==> config.mk <==
export PLATFORM = sky130hd
export DESIGN_NAME = swreg_bridge
export DESIGN_NICKNAME = d
export VERILOG_FILES = /design/src/rtl/swb_pkg.sv /design/src/rtl/swb_grant.sv /design/src/rtl/swb_seq.sv /design/src/rtl/swb_irq.sv /design/src/rtl/swreg_bridge.sv
export SDC_FILE = /design/constraint.sdc
export NUM_CORES = 1
export LEC_CHECK = 0
export CAP_MARGIN = 25
export CORE_UTILIZATION = 50
export CTS_BUF_LIST = sky130_fd_sc_hd__clkbuf_16
export CTS_CLUSTER_SIZE = 16
export DETAILED_ROUTE_END_ITERATION = 10
export DONT_BUFFER_PORTS = 1
export PLACE_DENSITY = 0.68
export SYNTH_ARGS = -nofsm -noshare
export SYNTH_HDL_FRONTEND = slang
export SYNTH_HIERARCHICAL = 1
export SYNTH_SLANG_ARGS = --single-unit
==> constraint.sdc <==
create_clock -name clk -period 4 [get_ports clk]
set_clock_uncertainty 0.15 [all_clocks]
set_input_delay 1 -clock clk [delete_from_list [all_inputs] [get_ports clk]]
set_output_delay 1 -clock clk [all_outputs]
set_load 0.03 [all_outputs]
==> src/rtl/swb_pkg.sv <==
package swb_pkg;
   // host window byte offsets
   localparam logic [7:0] OFF_CMD = 8'h2C;
   localparam logic [7:0] OFF_WDH = 8'h30;
   localparam logic [7:0] OFF_WDL = 8'h34;
   localparam logic [7:0] OFF_RDH = 8'h38;
   localparam logic [7:0] OFF_RDL = 8'h3C;
   localparam logic [7:0] OFF_CTL = 8'h40;
   localparam logic [7:0] OFF_IRQ = 8'h44;

   // command word bit positions
   localparam int CMD_GO   = 0;
   localparam int CMD_WE   = 1;
   localparam int CMD_RST  = 2;
   localparam int CMD_REGL = 16;
   localparam int CMD_PGL  = 24;

   // control word bit positions
   localparam int CTL_REQ  = 3;
   localparam int CTL_GNT  = 4;
   localparam int CTL_INIT = 6;

   localparam int HOST_W = 32;
   localparam int PG_W   = 8;
   localparam int RG_W   = 8;
   localparam int XFER_W = 2 * HOST_W;

   typedef struct packed {
      logic [PG_W-1:0] page;
      logic [RG_W-1:0] regi;
      logic            we;
   } swb_cmd_t;
endpackage

==> src/rtl/swb_grant.sv <==
module swb_grant #(
   parameter int GNT_DLY = 4
) (
   input  logic clk,
   input  logic rst_n,
   input  logic req,
   input  logic busy,
   output logic gnt
);
   localparam int CNT_W = $clog2(GNT_DLY + 1);
   localparam logic [CNT_W-1:0] LAST = CNT_W'(GNT_DLY - 1);

   logic [CNT_W-1:0] cnt;

   always_ff @(posedge clk) begin
      if (!rst_n) begin
         cnt <= '0;
         gnt <= 1'b0;
      end else if (!req) begin
         cnt <= '0;
         gnt <= 1'b0;
      end else if (!gnt) begin
         if (cnt >= LAST) begin
            if (!busy) gnt <= 1'b1;
         end else begin
            cnt <= cnt + 1'b1;
         end
      end
   end
endmodule

==> src/rtl/swb_seq.sv <==
module swb_seq
   import swb_pkg::*;
#(
   parameter bit LATCH_WDATA = 1'b1
) (
   input  logic              clk,
   input  logic              rst_n,
   input  logic              cmd_wr,
   input  logic              cmd_go,
   input  swb_cmd_t          cmd_in,
   input  logic              gnt,
   input  logic [XFER_W-1:0] wdata_in,
   input  logic              sw_ack,
   input  logic [XFER_W-1:0] sw_rdata,
   output logic              busy,
   output swb_cmd_t          cmd_q,
   output logic [XFER_W-1:0] sw_wdata,
   output logic [XFER_W-1:0] rd_q
);
   logic accept;
   assign accept = cmd_wr && cmd_go && gnt && !busy;

   always_ff @(posedge clk) begin
      if (!rst_n) begin
         busy  <= 1'b0;
         cmd_q <= '0;
         rd_q  <= '0;
      end else if (accept) begin
         busy  <= 1'b1;
         cmd_q <= cmd_in;
      end else if (busy && sw_ack) begin
         busy <= 1'b0;
         if (!cmd_q.we) rd_q <= sw_rdata;
      end
   end

   generate
      if (LATCH_WDATA) begin : g_latch
         logic [XFER_W-1:0] wd_q;
         always_ff @(posedge clk) begin
            if (!rst_n)      wd_q <= '0;
            else if (accept) wd_q <= wdata_in;
         end
         assign sw_wdata = wd_q;
      end else begin : g_pass
         assign sw_wdata = wdata_in;
      end
   endgenerate
endmodule

==> src/rtl/swb_irq.sv <==
module swb_irq #(
   parameter int IRQ_W = 8
) (
   input  logic             clk,
   input  logic             rst_n,
   input  logic [IRQ_W-1:0] pulse,
   input  logic             clr_wr,
   input  logic [IRQ_W-1:0] clr_mask,
   output logic [IRQ_W-1:0] irq_q
);
   generate
      for (genvar i = 0; i < IRQ_W; i++) begin : g_bit
         always_ff @(posedge clk) begin
            if (!rst_n)                       irq_q[i] <= 1'b0;
            else if (pulse[i])                irq_q[i] <= 1'b1;
            else if (clr_wr && clr_mask[i])   irq_q[i] <= 1'b0;
         end
      end
   endgenerate
endmodule

==> src/rtl/swreg_bridge.sv <==
module swreg_bridge
   import swb_pkg::*;
#(
   parameter int ADDR_W      = 8,
   parameter int GNT_DLY     = 4,
   parameter int IRQ_W       = 8,
   parameter bit LATCH_WDATA = 1'b1
) (
   input  logic                 clk,
   input  logic                 rst_n,
   input  logic                 hst_we,
   input  logic [ADDR_W-1:0]    hst_addr,
   input  logic [HOST_W-1:0]    hst_wdata,
   output logic [HOST_W-1:0]    hst_rdata,
   output logic                 sw_req,
   output logic                 sw_we,
   output logic [PG_W-1:0]      sw_page,
   output logic [RG_W-1:0]      sw_reg,
   output logic [XFER_W-1:0]    sw_wdata,
   input  logic                 sw_ack,
   input  logic [XFER_W-1:0]    sw_rdata,
   output logic                 sw_rst,
   input  logic                 sw_init_done,
   input  logic [IRQ_W-1:0]     sw_irq
);
   localparam logic [ADDR_W-1:0] A_CMD = ADDR_W'(OFF_CMD);
   localparam logic [ADDR_W-1:0] A_WDH = ADDR_W'(OFF_WDH);
   localparam logic [ADDR_W-1:0] A_WDL = ADDR_W'(OFF_WDL);
   localparam logic [ADDR_W-1:0] A_RDH = ADDR_W'(OFF_RDH);
   localparam logic [ADDR_W-1:0] A_RDL = ADDR_W'(OFF_RDL);
   localparam logic [ADDR_W-1:0] A_CTL = ADDR_W'(OFF_CTL);
   localparam logic [ADDR_W-1:0] A_IRQ = ADDR_W'(OFF_IRQ);

   generate
      if (ADDR_W < 7) begin : g_bad_addr
         $error("swreg_bridge: ADDR_W must cover offset 0x44");
      end
      if (GNT_DLY < 1) begin : g_bad_dly
         $error("swreg_bridge: GNT_DLY must be at least 1");
      end
      if (IRQ_W < 1 || IRQ_W > HOST_W) begin : g_bad_irq
         $error("swreg_bridge: IRQ_W must be 1..32");
      end
   endgenerate

   logic                req_q;
   logic                rst_q;
   logic [HOST_W-1:0]   wd_hi, wd_lo;
   logic                gnt;
   logic                busy;
   swb_cmd_t            cmd_in, cmd_q;
   logic [XFER_W-1:0]   rd_q;
   logic [IRQ_W-1:0]    irq_q;
   logic                wr_cmd, wr_ctl, wr_irq;

   assign wr_cmd = hst_we && (hst_addr == A_CMD);
   assign wr_ctl = hst_we && (hst_addr == A_CTL);
   assign wr_irq = hst_we && (hst_addr == A_IRQ);

   always_ff @(posedge clk) begin
      if (!rst_n) begin
         req_q <= 1'b0;
         rst_q <= 1'b0;
         wd_hi <= '0;
         wd_lo <= '0;
      end else if (hst_we) begin
         if (wr_ctl)             req_q <= hst_wdata[CTL_REQ];
         if (wr_cmd)             rst_q <= hst_wdata[CMD_RST];
         if (hst_addr == A_WDH)  wd_hi <= hst_wdata;
         if (hst_addr == A_WDL)  wd_lo <= hst_wdata;
      end
   end

   assign cmd_in.page = hst_wdata[CMD_PGL +: PG_W];
   assign cmd_in.regi = hst_wdata[CMD_REGL +: RG_W];
   assign cmd_in.we   = hst_wdata[CMD_WE];

   swb_grant #(.GNT_DLY(GNT_DLY)) i_grant (
      .clk   (clk),
      .rst_n (rst_n),
      .req   (req_q),
      .busy  (busy),
      .gnt   (gnt)
   );

   swb_seq #(.LATCH_WDATA(LATCH_WDATA)) i_seq (
      .clk      (clk),
      .rst_n    (rst_n),
      .cmd_wr   (wr_cmd),
      .cmd_go   (hst_wdata[CMD_GO]),
      .cmd_in   (cmd_in),
      .gnt      (gnt),
      .wdata_in ({wd_hi, wd_lo}),
      .sw_ack   (sw_ack),
      .sw_rdata (sw_rdata),
      .busy     (busy),
      .cmd_q    (cmd_q),
      .sw_wdata (sw_wdata),
      .rd_q     (rd_q)
   );

   swb_irq #(.IRQ_W(IRQ_W)) i_irq (
      .clk      (clk),
      .rst_n    (rst_n),
      .pulse    (sw_irq),
      .clr_wr   (wr_irq),
      .clr_mask (hst_wdata[IRQ_W-1:0]),
      .irq_q    (irq_q)
   );

   assign sw_req  = busy;
   assign sw_we   = cmd_q.we;
   assign sw_page = cmd_q.page;
   assign sw_reg  = cmd_q.regi;
   assign sw_rst  = rst_q;

   always_comb begin
      hst_rdata = '0;
      case (hst_addr)
         A_CMD: hst_rdata = {cmd_q.page, cmd_q.regi, 13'b0, rst_q, cmd_q.we, busy};
         A_WDH: hst_rdata = wd_hi;
         A_WDL: hst_rdata = wd_lo;
         A_RDH: hst_rdata = rd_q[XFER_W-1:HOST_W];
         A_RDL: hst_rdata = rd_q[HOST_W-1:0];
         A_CTL: begin
            hst_rdata[CTL_REQ]  = req_q;
            hst_rdata[CTL_GNT]  = gnt;
            hst_rdata[CTL_INIT] = sw_init_done;
         end
         A_IRQ: hst_rdata = HOST_W'(irq_q);
         default: hst_rdata = '0;
      endcase
   end
endmodule

==> out/qor.yml <==
switching_share: 0.2094
final_cell_area_sq_mm: 0.01111
ant_nets: 0
diodes: 0
final_core_util: 0.5506
p_per_area_mw_per_mm2: 418.5
setup_viol: 0
synth_area_sq_mm: 0.01029
die_y_um: 145.4
p_int_mw: 3.674
synth.avg_cell_area_sq_um: 9.283
p_comb_frac: 0.017
synth_flop_cell: "dfxtp_1"
antenna_found_initial: 0
hpwl_mm: 16.63
max_freq_mhz: 282.8
vdd_drop_max_uv: 261.0
switchingPower_mw: 0.9735
synth_async_sr_flop_share: 0
path_clk_slew_ns: 0.06
ys.warnings.count: 6
drt-initial-drc-count: 488
port_buffers: 0
p_clk_frac: 0.500
yosysSeqAreaShare: 0.4360
cts_htree_levels: 1
synth_top_cell_area_share: 0.4360
grt_max_degree: 399
tritoncts: "yes"
cp.arrival_ns: 2.39
post_cts_buffers: 0
crit_fanout: 13
root_buffer: "clkbuf_16"
hold_path_class: "flip-flop to flip-flop"
finalNetCount: 1192
vias_per_cell: 5.580
multi_input_comb_area_sq_mm: 0.005175
yosysMostFrequentCell: "nand2_1"
synth_common_cells: "400 x nand2_1, 236 x mux2i_1, 224 x dfxtp_1, 33 x clkbuf_1, 24 x buf_2"
finalHoldViolations: 0
wire_per_inst_um: 18.91
coreArea_sq_mm: 0.02017
cts_buffer_depth: 3
cp-start-kind: "input pin"
cap_violations: 0
cts-resized-gates: 0
syn_to_final_growth_pct: 7.968
setup.worst_path.class: "input pin to output pin"
cp.required_ns: 2.85
routabilityCongestion: 0.8017
die_w_um: 145.4
synth.distinct_cells: 53
die_area_sq_mm: 0.02115
fin_crit_ns: 3.537
power.total_mw: 4.648
synth_edf_count: 0
grt_usage: 0.2364
outcome: "finished clean"
layout-drive-gt1-share: 0.07699
endpoint_kind: "output pin"
regArea_sq_mm: 0.004484
overflow: 0
fillCellCount: 1782
pwr-share-seq: 0.482
worst_pin_slew_ns: 0.7906
ys_ff_latch: 224
timing.slew.headroom: 0.4729
rows: 52
wl_mm: 25.74
synth_largest_area_cell: "dfxtp_1"
drv_slew: 0
numCtsBuffers: 25
finalCritPeriodShare: 0.8842
synth_cells: 1108
cts_sinks: 224
vias: 7594
synth_nets: 1227
start_util: 0.5100
io_pins: 232
placed_area_sq_mm: 0.01027
drc: 0
synth_area_leaders: "dfxtp_1 44%, mux2i_1 23%, nand2_1 15%, mux4_2 2.6%, buf_12 1.8%"
power_leakage_nw: 4.205
setup-tns-final_ns: 0
grt_pass1_wl_mm: 40.22
clock_latency_ns: 0.52
first_global_vias: 7132
rsz0062_at_grt: "no"
whs_ns: 0.3038
dr.pass1.iters: 5
hold_buffers: 0
power by group through the flow:
stage,combinational (mW),clock [mW],sequential (mW)
after floorplan,0.135,0,2.29
after global placement,0.0783,0,2.29
after detailed placement,0.0797,0,2.29
after CTS,0.0798,2.37,2.24
after global routing,0.0871,2.47,2.24
final,0.0793,2.33,2.24
worst paths after layout:
| path | from | to | slack, ns | cells past startpoint |
|---|---|---|---|---|
| setup / recovery | hst_addr[1] | hst_rdata[16] | 0.46 | 3 |
| hold / removal | i_seq/rd_q[60] | i_seq/rd_q[60] | 0.30 | 2 |
| setup reg to reg | i_seq/busy | i_seq/rd_q[13] | 1.85 | 3 |
| hold reg to reg | i_seq/rd_q[60] | i_seq/rd_q[60] | 0.30 | 2 |
layout by cell type (no fill, tap or decap), drive strengths merged, types with 12 or more instances in the layout:
cell type and n:
inv 15, mux4 12, a22o 12, dfxtp 224, o22ai 15, nand2 400
clkbuf 25, a31oi 14, buf 22, mux2i 236
registers in the layout, summed over array words and instances, names as in the netlist:
signal          cells
i_grant/cnt         3
i_seq/busy          1
i_irq/irq_q         8
i_seq/sw_wdata     64
i_grant/gnt         1
i_seq/cmd_q        17
sw_rst              1
wd_hi              32
req_q               1
wd_lo              32
i_seq/rd_q         64
kinds of logic after synthesis:
logic type               share of synthesized area
adder cells (fa/ha/maj)                   0.002432
AND/OR/NAND/NOR                             0.1877
flip-flops                                  0.4360
buffers and inverters                      0.06167
multiplexers                                0.2581
AO/OA/AOI/OAI                              0.05413
worst max-delay path, stage by stage:
cell and delay [ns]:
nor2_1 0.31, and4bb_2 0.65, a22o_1 0.42
metal layers:
layer / track usage / vias up / wire length, um
li1: - / 3689 / -
met1: 0.3221 / 3627 / 11430
met2: 0.3748 / 241 / 11770
met3: 0.05674 / 37 / 2009
met4: 0.06421 / 0 / 525
met5: 0 / - / 0
metrics by stage:
stage | setup slack (ns) | instances
6_report | 0.4634 | 1361
5_1_grt | 0.3998 | 1361
4_1_cts | 0.4721 | 1361
3_5_place_dp | 0.4449 | 1316
3_3_place_gp | 0.4634 | 1316
2_1_floorplan | 0.5438 | 1108
cell type report:
cell class,instances,share of cell area
timing repair buffer,22,0.02163
clock inverter,20,0.01881
multi-input combinational,791,0.4660
inverter,9,0.003042
clock buffer,25,0.05633
sequential,224,0.4038
tap,270,0.03042
Note: power is estimated with default switching activity, not from simulation.
